[src/rtl/svc_pkg.sv]
package svc_pkg;

    // How a VC obtains its right to move downstream.
    typedef enum logic {
        RES_NEEDS_OUTVC = 1'b0,   // head flit: a free output VC is required
        RES_HOLDS_OUTVC = 1'b1    // body/tail flit: a credit is required
    } res_kind_e;

endpackage

[src/rtl/svc_resource_check.sv]
module svc_resource_check
    import svc_pkg::*;
#(
    parameter int V            = 4,
    parameter int VCS_PER_VNET = 2,
    parameter int NUM_OUTPORTS = 4,
    parameter int CREDIT_W     = 3,
    parameter int VC_IDX       = 0,
    localparam int OP_W        = (NUM_OUTPORTS > 1) ? $clog2(NUM_OUTPORTS) : 1,
    localparam int VC_W        = (V > 1) ? $clog2(V) : 1
) (
    input  logic                             clk,
    input  logic                             rst_n,
    input  logic                             has_outvc,
    input  logic [OP_W-1:0]                  outport,
    input  logic [VC_W-1:0]                  outvc,
    input  logic [NUM_OUTPORTS*V-1:0]        out_free_vc,
    input  logic [NUM_OUTPORTS*V*CREDIT_W-1:0] out_credit,
    output logic                             res_ok
);
    localparam int VNET = VC_IDX / VCS_PER_VNET;
    localparam int BASE = VNET * VCS_PER_VNET;

    res_kind_e             kind;
    logic                  free_in_vnet;
    logic [CREDIT_W-1:0]   credit_sel;
    logic                  port_in_range;

    always_comb begin
        kind          = has_outvc ? RES_HOLDS_OUTVC : RES_NEEDS_OUTVC;
        port_in_range = (int'(outport) < NUM_OUTPORTS);
        free_in_vnet  = 1'b0;
        credit_sel    = '0;
        if (port_in_range) begin
            for (int k = 0; k < VCS_PER_VNET; k++) begin
                free_in_vnet = free_in_vnet
                             | out_free_vc[int'(outport) * V + BASE + k];
            end
            credit_sel = out_credit[(int'(outport) * V + int'(outvc)) * CREDIT_W +: CREDIT_W];
        end
        unique case (kind)
            RES_NEEDS_OUTVC: res_ok = free_in_vnet;          // buffer implied by free VC
            RES_HOLDS_OUTVC: res_ok = (credit_sel != '0);
            default:         res_ok = 1'b0;
        endcase
    end

    // a held output VC with an empty credit field never passes
    p_no_credit_no_send_r4: assert property (@(posedge clk) disable iff (!rst_n)
        (has_outvc && out_credit[(int'(outport) * V + int'(outvc)) * CREDIT_W +: CREDIT_W] == '0)
        |-> !res_ok);

endmodule

[src/rtl/svc_age_check.sv]
module svc_age_check #(
    parameter int V            = 4,
    parameter int VCS_PER_VNET = 2,
    parameter int NUM_VNETS    = 2,
    parameter int NUM_OUTPORTS = 4,
    parameter int TS_W         = 16,
    localparam int OP_W        = (NUM_OUTPORTS > 1) ? $clog2(NUM_OUTPORTS) : 1
) (
    input  logic                  clk,
    input  logic                  rst_n,
    input  logic [V-1:0]          vc_in_sa,
    input  logic [V*OP_W-1:0]     vc_outport,
    input  logic [V*TS_W-1:0]     vc_enq_ts,
    input  logic [NUM_VNETS-1:0]  vnet_ordered,
    output logic [V-1:0]          blocked
);
    for (genvar i = 0; i < V; i++) begin : g_vc
        localparam int VNET = i / VCS_PER_VNET;
        localparam int BASE = VNET * VCS_PER_VNET;

        logic [TS_W-1:0] own_ts;
        logic [OP_W-1:0] own_port;
        logic            older_hit;

        always_comb begin
            own_ts    = vc_enq_ts[i*TS_W +: TS_W];
            own_port  = vc_outport[i*OP_W +: OP_W];
            older_hit = 1'b0;
            for (int k = 0; k < VCS_PER_VNET; k++) begin
                logic [TS_W-1:0] age_diff;
                age_diff = own_ts - vc_enq_ts[(BASE + k)*TS_W +: TS_W];
                if ((BASE + k) != i
                    && vc_in_sa[BASE + k]
                    && vc_outport[(BASE + k)*OP_W +: OP_W] == own_port
                    && age_diff != '0
                    && !age_diff[TS_W-1]) begin
                    older_hit = 1'b1;
                end
            end
            blocked[i] = vnet_ordered[VNET] & older_hit;
        end

        // an unordered network never holds a flit back on age
        p_unordered_free_r9: assert property (@(posedge clk) disable iff (!rst_n)
            !vnet_ordered[VNET] |-> !blocked[i]);
    end

endmodule

[src/rtl/svc_send_eligibility.sv]
module svc_send_eligibility #(
    parameter int NUM_VNETS    = 2,
    parameter int VCS_PER_VNET = 2,
    parameter int NUM_OUTPORTS = 4,
    parameter int CREDIT_W     = 3,
    parameter int TS_W         = 16,
    localparam int V           = NUM_VNETS * VCS_PER_VNET,
    localparam int OP_W        = (NUM_OUTPORTS > 1) ? $clog2(NUM_OUTPORTS) : 1,
    localparam int VC_W        = (V > 1) ? $clog2(V) : 1
) (
    input  logic                               clk,
    input  logic                               rst_n,
    input  logic [V-1:0]                       vc_in_sa,
    input  logic [V-1:0]                       vc_has_outvc,
    input  logic [V*OP_W-1:0]                  vc_outport,
    input  logic [V*VC_W-1:0]                  vc_outvc,
    input  logic [V*TS_W-1:0]                  vc_enq_ts,
    input  logic [NUM_OUTPORTS*V-1:0]          out_free_vc,
    input  logic [NUM_OUTPORTS*V*CREDIT_W-1:0] out_credit,
    input  logic [NUM_VNETS-1:0]               vnet_ordered,
    output logic [V-1:0]                       elig
);
    typedef struct packed {
        logic [V-1:0] elig;
    } state_t;

    state_t       st_d, st_q;
    logic [V-1:0] res_ok;
    logic [V-1:0] blocked;

    for (genvar i = 0; i < V; i++) begin : g_res
        svc_resource_check #(
            .V            (V),
            .VCS_PER_VNET (VCS_PER_VNET),
            .NUM_OUTPORTS (NUM_OUTPORTS),
            .CREDIT_W     (CREDIT_W),
            .VC_IDX       (i)
        ) u_res (
            .clk         (clk),
            .rst_n       (rst_n),
            .has_outvc   (vc_has_outvc[i]),
            .outport     (vc_outport[i*OP_W +: OP_W]),
            .outvc       (vc_outvc[i*VC_W +: VC_W]),
            .out_free_vc (out_free_vc),
            .out_credit  (out_credit),
            .res_ok      (res_ok[i])
        );
    end

    svc_age_check #(
        .V            (V),
        .VCS_PER_VNET (VCS_PER_VNET),
        .NUM_VNETS    (NUM_VNETS),
        .NUM_OUTPORTS (NUM_OUTPORTS),
        .TS_W         (TS_W)
    ) u_age (
        .clk          (clk),
        .rst_n        (rst_n),
        .vc_in_sa     (vc_in_sa),
        .vc_outport   (vc_outport),
        .vc_enq_ts    (vc_enq_ts),
        .vnet_ordered (vnet_ordered),
        .blocked      (blocked)
    );

    always_comb begin
        st_d      = st_q;
        st_d.elig = vc_in_sa & res_ok & ~blocked;
    end

    always_ff @(posedge clk) begin
        if (!rst_n) begin
            st_q <= '0;
        end else begin
            st_q <= st_d;
        end
    end

    assign elig = st_q.elig;

    for (genvar i = 0; i < V; i++) begin : g_chk
        // only VCs in the allocation stage may be granted eligibility
        p_needs_sa_r1: assert property (@(posedge clk) disable iff (!rst_n)
            elig[i] |-> $past(vc_in_sa[i]));
        // eligibility implies the resource check passed a cycle ago
        p_resource_held_r2: assert property (@(posedge clk) disable iff (!rst_n)
            elig[i] |-> $past(res_ok[i]));
        // an age-blocked VC is never reported eligible
        p_age_respected_r6: assert property (@(posedge clk) disable iff (!rst_n)
            elig[i] |-> !$past(blocked[i]));
    end

    // output is clear during reset
    always_comb begin
        if (!rst_n) p_reset_clear_r10: assert (elig == '0 || $isunknown(elig));
    end

endmodule

[config.mk]
export PLATFORM = sky130hd
export DESIGN_NAME = svc_send_eligibility
export DESIGN_NICKNAME = d
export VERILOG_FILES = /design/src/rtl/svc_pkg.sv /design/src/rtl/svc_resource_check.sv /design/src/rtl/svc_age_check.sv /design/src/rtl/svc_send_eligibility.sv
export SDC_FILE = /design/constraint.sdc
export NUM_CORES = 1
export LEC_CHECK = 0
export ABC_AREA = 1
export CORE_MARGIN = 3
export CORE_UTILIZATION = 55
export CTS_BUF_LIST = sky130_fd_sc_hd__clkbuf_16
export DETAILED_ROUTE_END_ITERATION = 8
export GPL_ROUTABILITY_DRIVEN = 0
export GPL_TIMING_DRIVEN = 1
export PLACE_DENSITY = 0.9
export SLEW_MARGIN = 10
export SYNTH_ARGS = -nofsm -noshare
export SYNTH_HDL_FRONTEND = slang
export SYNTH_HIERARCHICAL = 1
export SYNTH_SLANG_ARGS = --single-unit
[constraint.sdc]
create_clock -name clk -period 3.19 [get_ports clk]
set_input_delay 0.638 -clock clk [delete_from_list [all_inputs] [get_ports clk]]
set_output_delay 0.638 -clock clk [all_outputs]
set_load 0.05 [all_outputs]
==> flow_metrics.env, run 1 <==
export IMPL_wl_mm=18.4
export IMPL_synth_seq_cells=4
export IMPL_p_int_mw=0.685
export IMPL_drc=0
export IMPL_drive_above_1_share=0.0410
export IMPL_fmax_ghz=0.357
export IMPL_status="complete, no violations"
export IMPL_period_needed_ns=2.80
export IMPL_crit_arrival_ns=2.96
export IMPL_pin_count=160
export IMPL_die_y_um=108
export IMPL_syn_nets=1407
export IMPL_power_switching_mw=0.696
export IMPL_wire_per_inst_um=12.5
export IMPL_dr_wl_met3_mm=1.88
export IMPL_path_common_cell="nand2_1"
export IMPL_start_util=0.575
export IMPL_rows=36
export IMPL_grt_pass1_vias=6727
export IMPL_tritoncts="done"
export IMPL_grt_ovfl_total=0
export IMPL_clock_path_buffers=2
export IMPL_cts_setup_buffers=0
export IMPL_nFillCells=920
export IMPL_cp_required_ns=3.34
export IMPL_cts_sinks=4
export IMPL_cts_resized=0
export IMPL_finalSetupTns_ns=0
export IMPL_seq_area_sq_um=80.1
export IMPL_cts_hold_buf=0
export IMPL_setup_violations_final=0
export IMPL_coreArea_sq_um=9910
export IMPL_peakVddDrop_mv=0.144
export IMPL_synth_cell_types=27
export IMPL_grt_usage=0.306
export IMPL_hold_path_class="input pin to flop"
export IMPL_drv_cap=0
export IMPL_rsz0062_at_grt="false"
export IMPL_hold_path_cell_count=3
export IMPL_viasPerCell=5.23
export IMPL_dp_hpwl_mm=15.6
export IMPL_dieArea_sq_um=11600
export IMPL_cp_max_fo=7
export IMPL_h_tree_depth=1
export IMPL_largest_reg_flops=4
export IMPL_grt_max_degree=11
export IMPL_multiInputGateArea_sq_um=4690
export IMPL_synthCells=1189
export IMPL_p_comb_frac=0.819
export IMPL_cpMaxStageDelayCell="clkdlybuf4s50_1"
export IMPL_mostFrequentLayoutCells="nand2_1 (444), inv_1 (208), nor2_1 (167), clkdlybuf4s50_1 (159), nand3_1 (130)"
export IMPL_fin_crit_sh=0.878
export IMPL_grt_first_pass_wirelength_mm=29.8
export IMPL_whs_ns=0.998
export IMPL_crit_chain="clkdlybuf4s50_1 -> inv_1 -> ha_1 -> nand2_1 -> nor2_2 -> nand2_1 -> nand3_1 -> nand2_1 -> nand2_1 -> nand3_1 -> nor2_1 -> nand3b_1 -> nor2_1 -> nor2_1 -> inv_1 -> nand2_1 -> nor2_1"
export IMPL_highest_signal_layer="met4"
export IMPL_final_cell_area_sq_um=7460
export IMPL_drt_initial_drc_count=842
export IMPL_clkTransAtPathRegs_ns=0.03
export IMPL_ant_nets=0
export IMPL_vias=7714
export IMPL_die_x_um=108
export IMPL_maxSlewViolCount=0
export IMPL_p_leak_nw=4.15
export IMPL_ys_seq_area_frac=0.0141
export IMPL_maxSlewHeadroom=0.619
export IMPL_power_density_nw_per_um2=185
export IMPL_min_from="vc_in_sa[1]"
export IMPL_antenna_cells=0
export IMPL_wl_met2_mm=8.12
export IMPL_whs_endpoint="elig[1]"
export IMPL_critPathMaxStageDelay_ns=0.49
export IMPL_drt_met1_wl_mm=8.01
export IMPL_firstDrtPassIters=6
export IMPL_synth_warnings=6
export IMPL_syn_area_per_cell_sq_um=4.79
export IMPL_cts_made_buffers=3
export IMPL_clockPowerShare=0.140
export IMPL_cts_root_buf="clkbuf_16"
export IMPL_nets=1561
export IMPL_seqPwrFrac=0.040
export IMPL_synth_cell_area_sq_um=5700
export IMPL_area_growth_pct=30.9
export IMPL_end_kind="flop"
export IMPL_antenna_found_initial=0
export IMPL_hold_viol_final=0
export IMPL_io_buffers=159
export IMPL_critPathLaunchType="input pin"
export IMPL_switching_share=0.504
export IMPL_worstSetupPathType="input pin to flop"
export IMPL_tightestPinTransition_ns=0.570
export IMPL_place_area_sq_um=7380
export IMPL_mostFrequentLayoutCell="nand2_1"
## layer usage
metal,global-route usage,vias up
met5,0,-
met4,0.0757,0
met3,0.0384,34
met2,0.519,408
met1,0.409,3312
li1,-,3960
## worst max-delay path: cells and delay by family
family	cells	cell delay [ns]
AND/OR/NAND/NOR	13	1.31
buffers and inverters	3	0.59
adder cells (fa/ha/maj)	1	0.42
## cell type report
| cell class | instances | share of cell area |
|---|---|---|
| timing repair buffer | 159 | 0.213 |
| multi-input combinational | 955 | 0.629 |
| sequential | 4 | 0.0107 |
| tap | 133 | 0.0223 |
| inverter | 220 | 0.115 |
| clock buffer | 3 | 0.0101 |
## worst max path at each step
stage,startpoint,end,cells past startpoint
after floorplan,vc_enq_ts[32],elig[2],18
after global placement,vc_enq_ts[16],elig[1],19
after detailed placement,vc_enq_ts[32],elig[2],19
after CTS,vc_enq_ts[32],elig[2],19
after global routing,vc_enq_ts[9],elig[0],16
final,vc_enq_ts[37],elig[3],17
## per-stage QoR
| step | worst slack, ns | total power [mW] | util | std cells |
|---|---|---|---|---|
| after floorplan | 0.981 | 0.750 | - | 1189 |
| after global placement | 0.265 | 1.15 | 0.745 | 1471 |
| after detailed placement | 0.241 | 1.16 | 0.745 | 1471 |
| after CTS | 0.458 | 1.36 | 0.753 | 1474 |
| after global routing | 0.164 | 1.52 | 0.753 | 1474 |
| final | 0.388 | 1.38 | 0.753 | 1474 |
## cells in the mapped netlist, drive strengths merged
cell type | n | area, sq um
clkinv | 1 | 3.75
xor2 | 4 | 35.0
ha | 60 | 751
fa | 2 | 40.0
dfxtp | 4 | 80.1
nand3b | 9 | 67.6
nand4 | 25 | 156
inv | 219 | 852
nand3 | 130 | 651
xnor2 | 2 | 17.5
buf | 8 | 65.1
clkbuf | 2 | 7.51
nor3 | 2 | 20.0
nand2 | 448 | 1690
nor3b | 2 | 15.0
and2 | 4 | 25.0
o21bai | 2 | 15.0
o21ai | 21 | 105
nor2 | 200 | 878
a21oi | 42 | 210
or2 | 2 | 12.5
## cell families (layout without fill, tap and decap cells)
group | count (synthesis) | after routing | share of synthesized area
DFF | 4 | 4 | 0.0141
adders and majority gates | 62 | 62 | 0.139
xor gates and xnor gates | 6 | 6 | 0.00922
buffers and inverters | 230 | 382 | 0.163
and+or+nand+nor | 822 | 822 | 0.617
AOI/OAI and AO/OA | 65 | 65 | 0.0580
## power by group through the flow
stage / Sequential, mW / Clock (mW) / Combinational, mW
finish: 0.0554 / 0.194 / 1.13
detailed placement: 0.0559 / 0 / 1.10
floorplan: 0.0662 / 0 / 0.684
CTS: 0.0553 / 0.195 / 1.11
global route: 0.0555 / 0.198 / 1.27
global placement: 0.0560 / 0 / 1.09
Note: power is estimated with default switching activity, not from simulation.
==> run 2: changes to the inputs <==
--- a/config.mk
+++ b/config.mk
@@ -18,3 +18,4 @@
 export SYNTH_HDL_FRONTEND = slang
 export SYNTH_HIERARCHICAL = 1
 export SYNTH_SLANG_ARGS = --single-unit
+export TNS_END_PERCENT = 50
==> results of run 2 <==
No change in the layout: final DEF, timing and power equal those of run 1.
==> run 3: changes to the inputs <==
--- a/config.mk
+++ b/config.mk
@@ -11,7 +11,7 @@
 export CTS_BUF_LIST = sky130_fd_sc_hd__clkbuf_16
 export DETAILED_ROUTE_END_ITERATION = 8
 export GPL_ROUTABILITY_DRIVEN = 0
-export GPL_TIMING_DRIVEN = 1
+export GPL_TIMING_DRIVEN = 0
 export PLACE_DENSITY = 0.9
 export SLEW_MARGIN = 10
 export SYNTH_ARGS = -nofsm -noshare
==> run 3 against run 2 <==
Non-clock buffer count rose by 6. Sequential cell count did not move. Combinational power about the same. Total power about the same. Count of clock-buffer cells in the layout unchanged. Largest power group unchanged. Utilization rose by 0.33 points. Critical path depth up 2. Sequential power down 0.9%. Die area is the same.
==> flow_metrics.env, run 3 (synthesis results as in run 1) <==
export IMPL_status="complete, no violations"
export IMPL_cts_resized=0
export IMPL_cp_max_fo=10
export IMPL_pin_count=160
export IMPL_critPathLaunchType="input pin"
export IMPL_grt_pass1_vias=6850
export IMPL_antenna_found_initial=0
export IMPL_nFillCells=934
export IMPL_dp_hpwl_mm=15.5
export IMPL_grt_usage=0.307
export IMPL_power_density_nw_per_um2=184
export IMPL_vias=7704
export IMPL_area_growth_pct=31.5
export IMPL_ant_nets=0
export IMPL_maxSlewViolCount=0
export IMPL_drv_cap=0
export IMPL_cts_made_buffers=3
export IMPL_cp_required_ns=3.35
export IMPL_drt_initial_drc_count=730
export IMPL_die_x_um=108
export IMPL_grt_first_pass_wirelength_mm=29.8
export IMPL_worstSetupPathType="input pin to flop"
export IMPL_cts_sinks=4
export IMPL_end_kind="flop"
export IMPL_grt_ovfl_total=0
export IMPL_place_area_sq_um=7420
export IMPL_firstDrtPassIters=6
export IMPL_hold_viol_final=0
export IMPL_cts_root_buf="clkbuf_16"
export IMPL_drc=0
export IMPL_seq_area_sq_um=80.1
export IMPL_dieArea_sq_um=11600
export IMPL_tightestPinTransition_ns=0.563
export IMPL_multiInputGateArea_sq_um=4690
export IMPL_clock_path_buffers=2
export IMPL_wire_per_inst_um=12.2
export IMPL_rsz0062_at_grt="false"
export IMPL_drive_above_1_share=0.0468
export IMPL_p_total_mw=1.38
export IMPL_clkTransAtPathRegs_ns=0.03
export IMPL_tritoncts="done"
export IMPL_fmax_ghz=0.340
export IMPL_rows=36
export IMPL_setup_slack_ns=0.252
export IMPL_mostFrequentLayoutCells="nand2_1 (444), inv_1 (208), nor2_1 (167), clkdlybuf4s50_1 (155), nand3_1 (130)"
export IMPL_maxSlewHeadroom=0.624
export IMPL_start_util=0.575
export IMPL_cts_hold_buf=0
export IMPL_final_cell_area_sq_um=7490
export IMPL_fin_crit_sh=0.921
export IMPL_cts_setup_buffers=0
export IMPL_h_tree_depth=1
export IMPL_wl_mm=18.0
export IMPL_setup_violations_final=0
export IMPL_nets=1567
export IMPL_period_needed_ns=2.94
export IMPL_die_y_um=108
export IMPL_peakVddDrop_mv=0.159
export IMPL_crit_arrival_ns=3.10
export IMPL_hold_path_class="input pin to flop"
export IMPL_io_buffers=155
export IMPL_coreArea_sq_um=9910
export IMPL_mostFrequentLayoutCell="nand2_1"
export IMPL_antenna_cells=0
export IMPL_viasPerCell=5.21
export IMPL_finalSetupTns_ns=0
export IMPL_p_leak_nw=4.18
export IMPL_largest_reg_flops=4
export IMPL_grt_max_degree=11
export IMPL_post_place_ws_ns=0.111
==> run 3: cell count changes in the layout (fill, tap and decap cells not counted), sizes merged <==
cell / before / now
buf: 0 / 8
clkdlybuf4s50: 159 / 155
clkbuf: 3 / 5
==> run 3: worst paths after layout <==
check	cells after the start	from	end
worst min-delay path	3	vc_in_sa[3]	elig[3]
worst max-delay path	19	vc_enq_ts[34]	elig[2]
==> run 3: area by class of cell <==
type | count | share of cell area
inverters | 220 | 0.114
plain buffers | 10 | 0.00969
flip-flops and latches | 4 | 0.0107
repair buffers | 155 | 0.207
clock buffers | 3 | 0.0100
well taps | 133 | 0.0222
multi-input cells | 955 | 0.626
==> run 3: worst max-delay path, cell delays in order <==
cell and delay (ns):
clkdlybuf4s50_1 0.48, inv_1 0.05, ha_1 0.27, buf_2 0.18, a21oi_1 0.20, nand2_1 0.16, nand2_1 0.11, nand2_1 0.12
nand2_1 0.09, nand2_1 0.05, inv_1 0.05, nand2_1 0.05, nor2_1 0.15, nand3_1 0.10, nor2_1 0.18, nor2_1 0.06
inv_1 0.05, nand2_1 0.04, nor2_1 0.09
==> run 3: metrics by stage <==
step / util / std cells / hold slack, ns
2_1_floorplan: - / 1189 / 0.758
3_5_place_dp: 0.748 / 1477 / 1.23
3_3_place_gp: 0.748 / 1477 / 1.22
6_report: 0.756 / 1480 / 0.998
5_1_grt: 0.756 / 1480 / 1.03
4_1_cts: 0.756 / 1480 / 0.990
==> run 3: power by group <==
part           internal [mW]  total [mW]  switching, mW
registers             0.0536      0.0549        0.00135
clock network          0.160       0.199         0.0382
logic                  0.472        1.13          0.654
==> run 3: layer usage <==
metal	routed length [um]	track usage	vias up	share of wire
li1	-	-	3986	-
met1	7690	0.398	3325	0.43
met2	8110	0.532	351	0.45
met3	1800	0.0414	42	0.10
met4	434	0.0812	0	0.024
met5	0	0	-	0
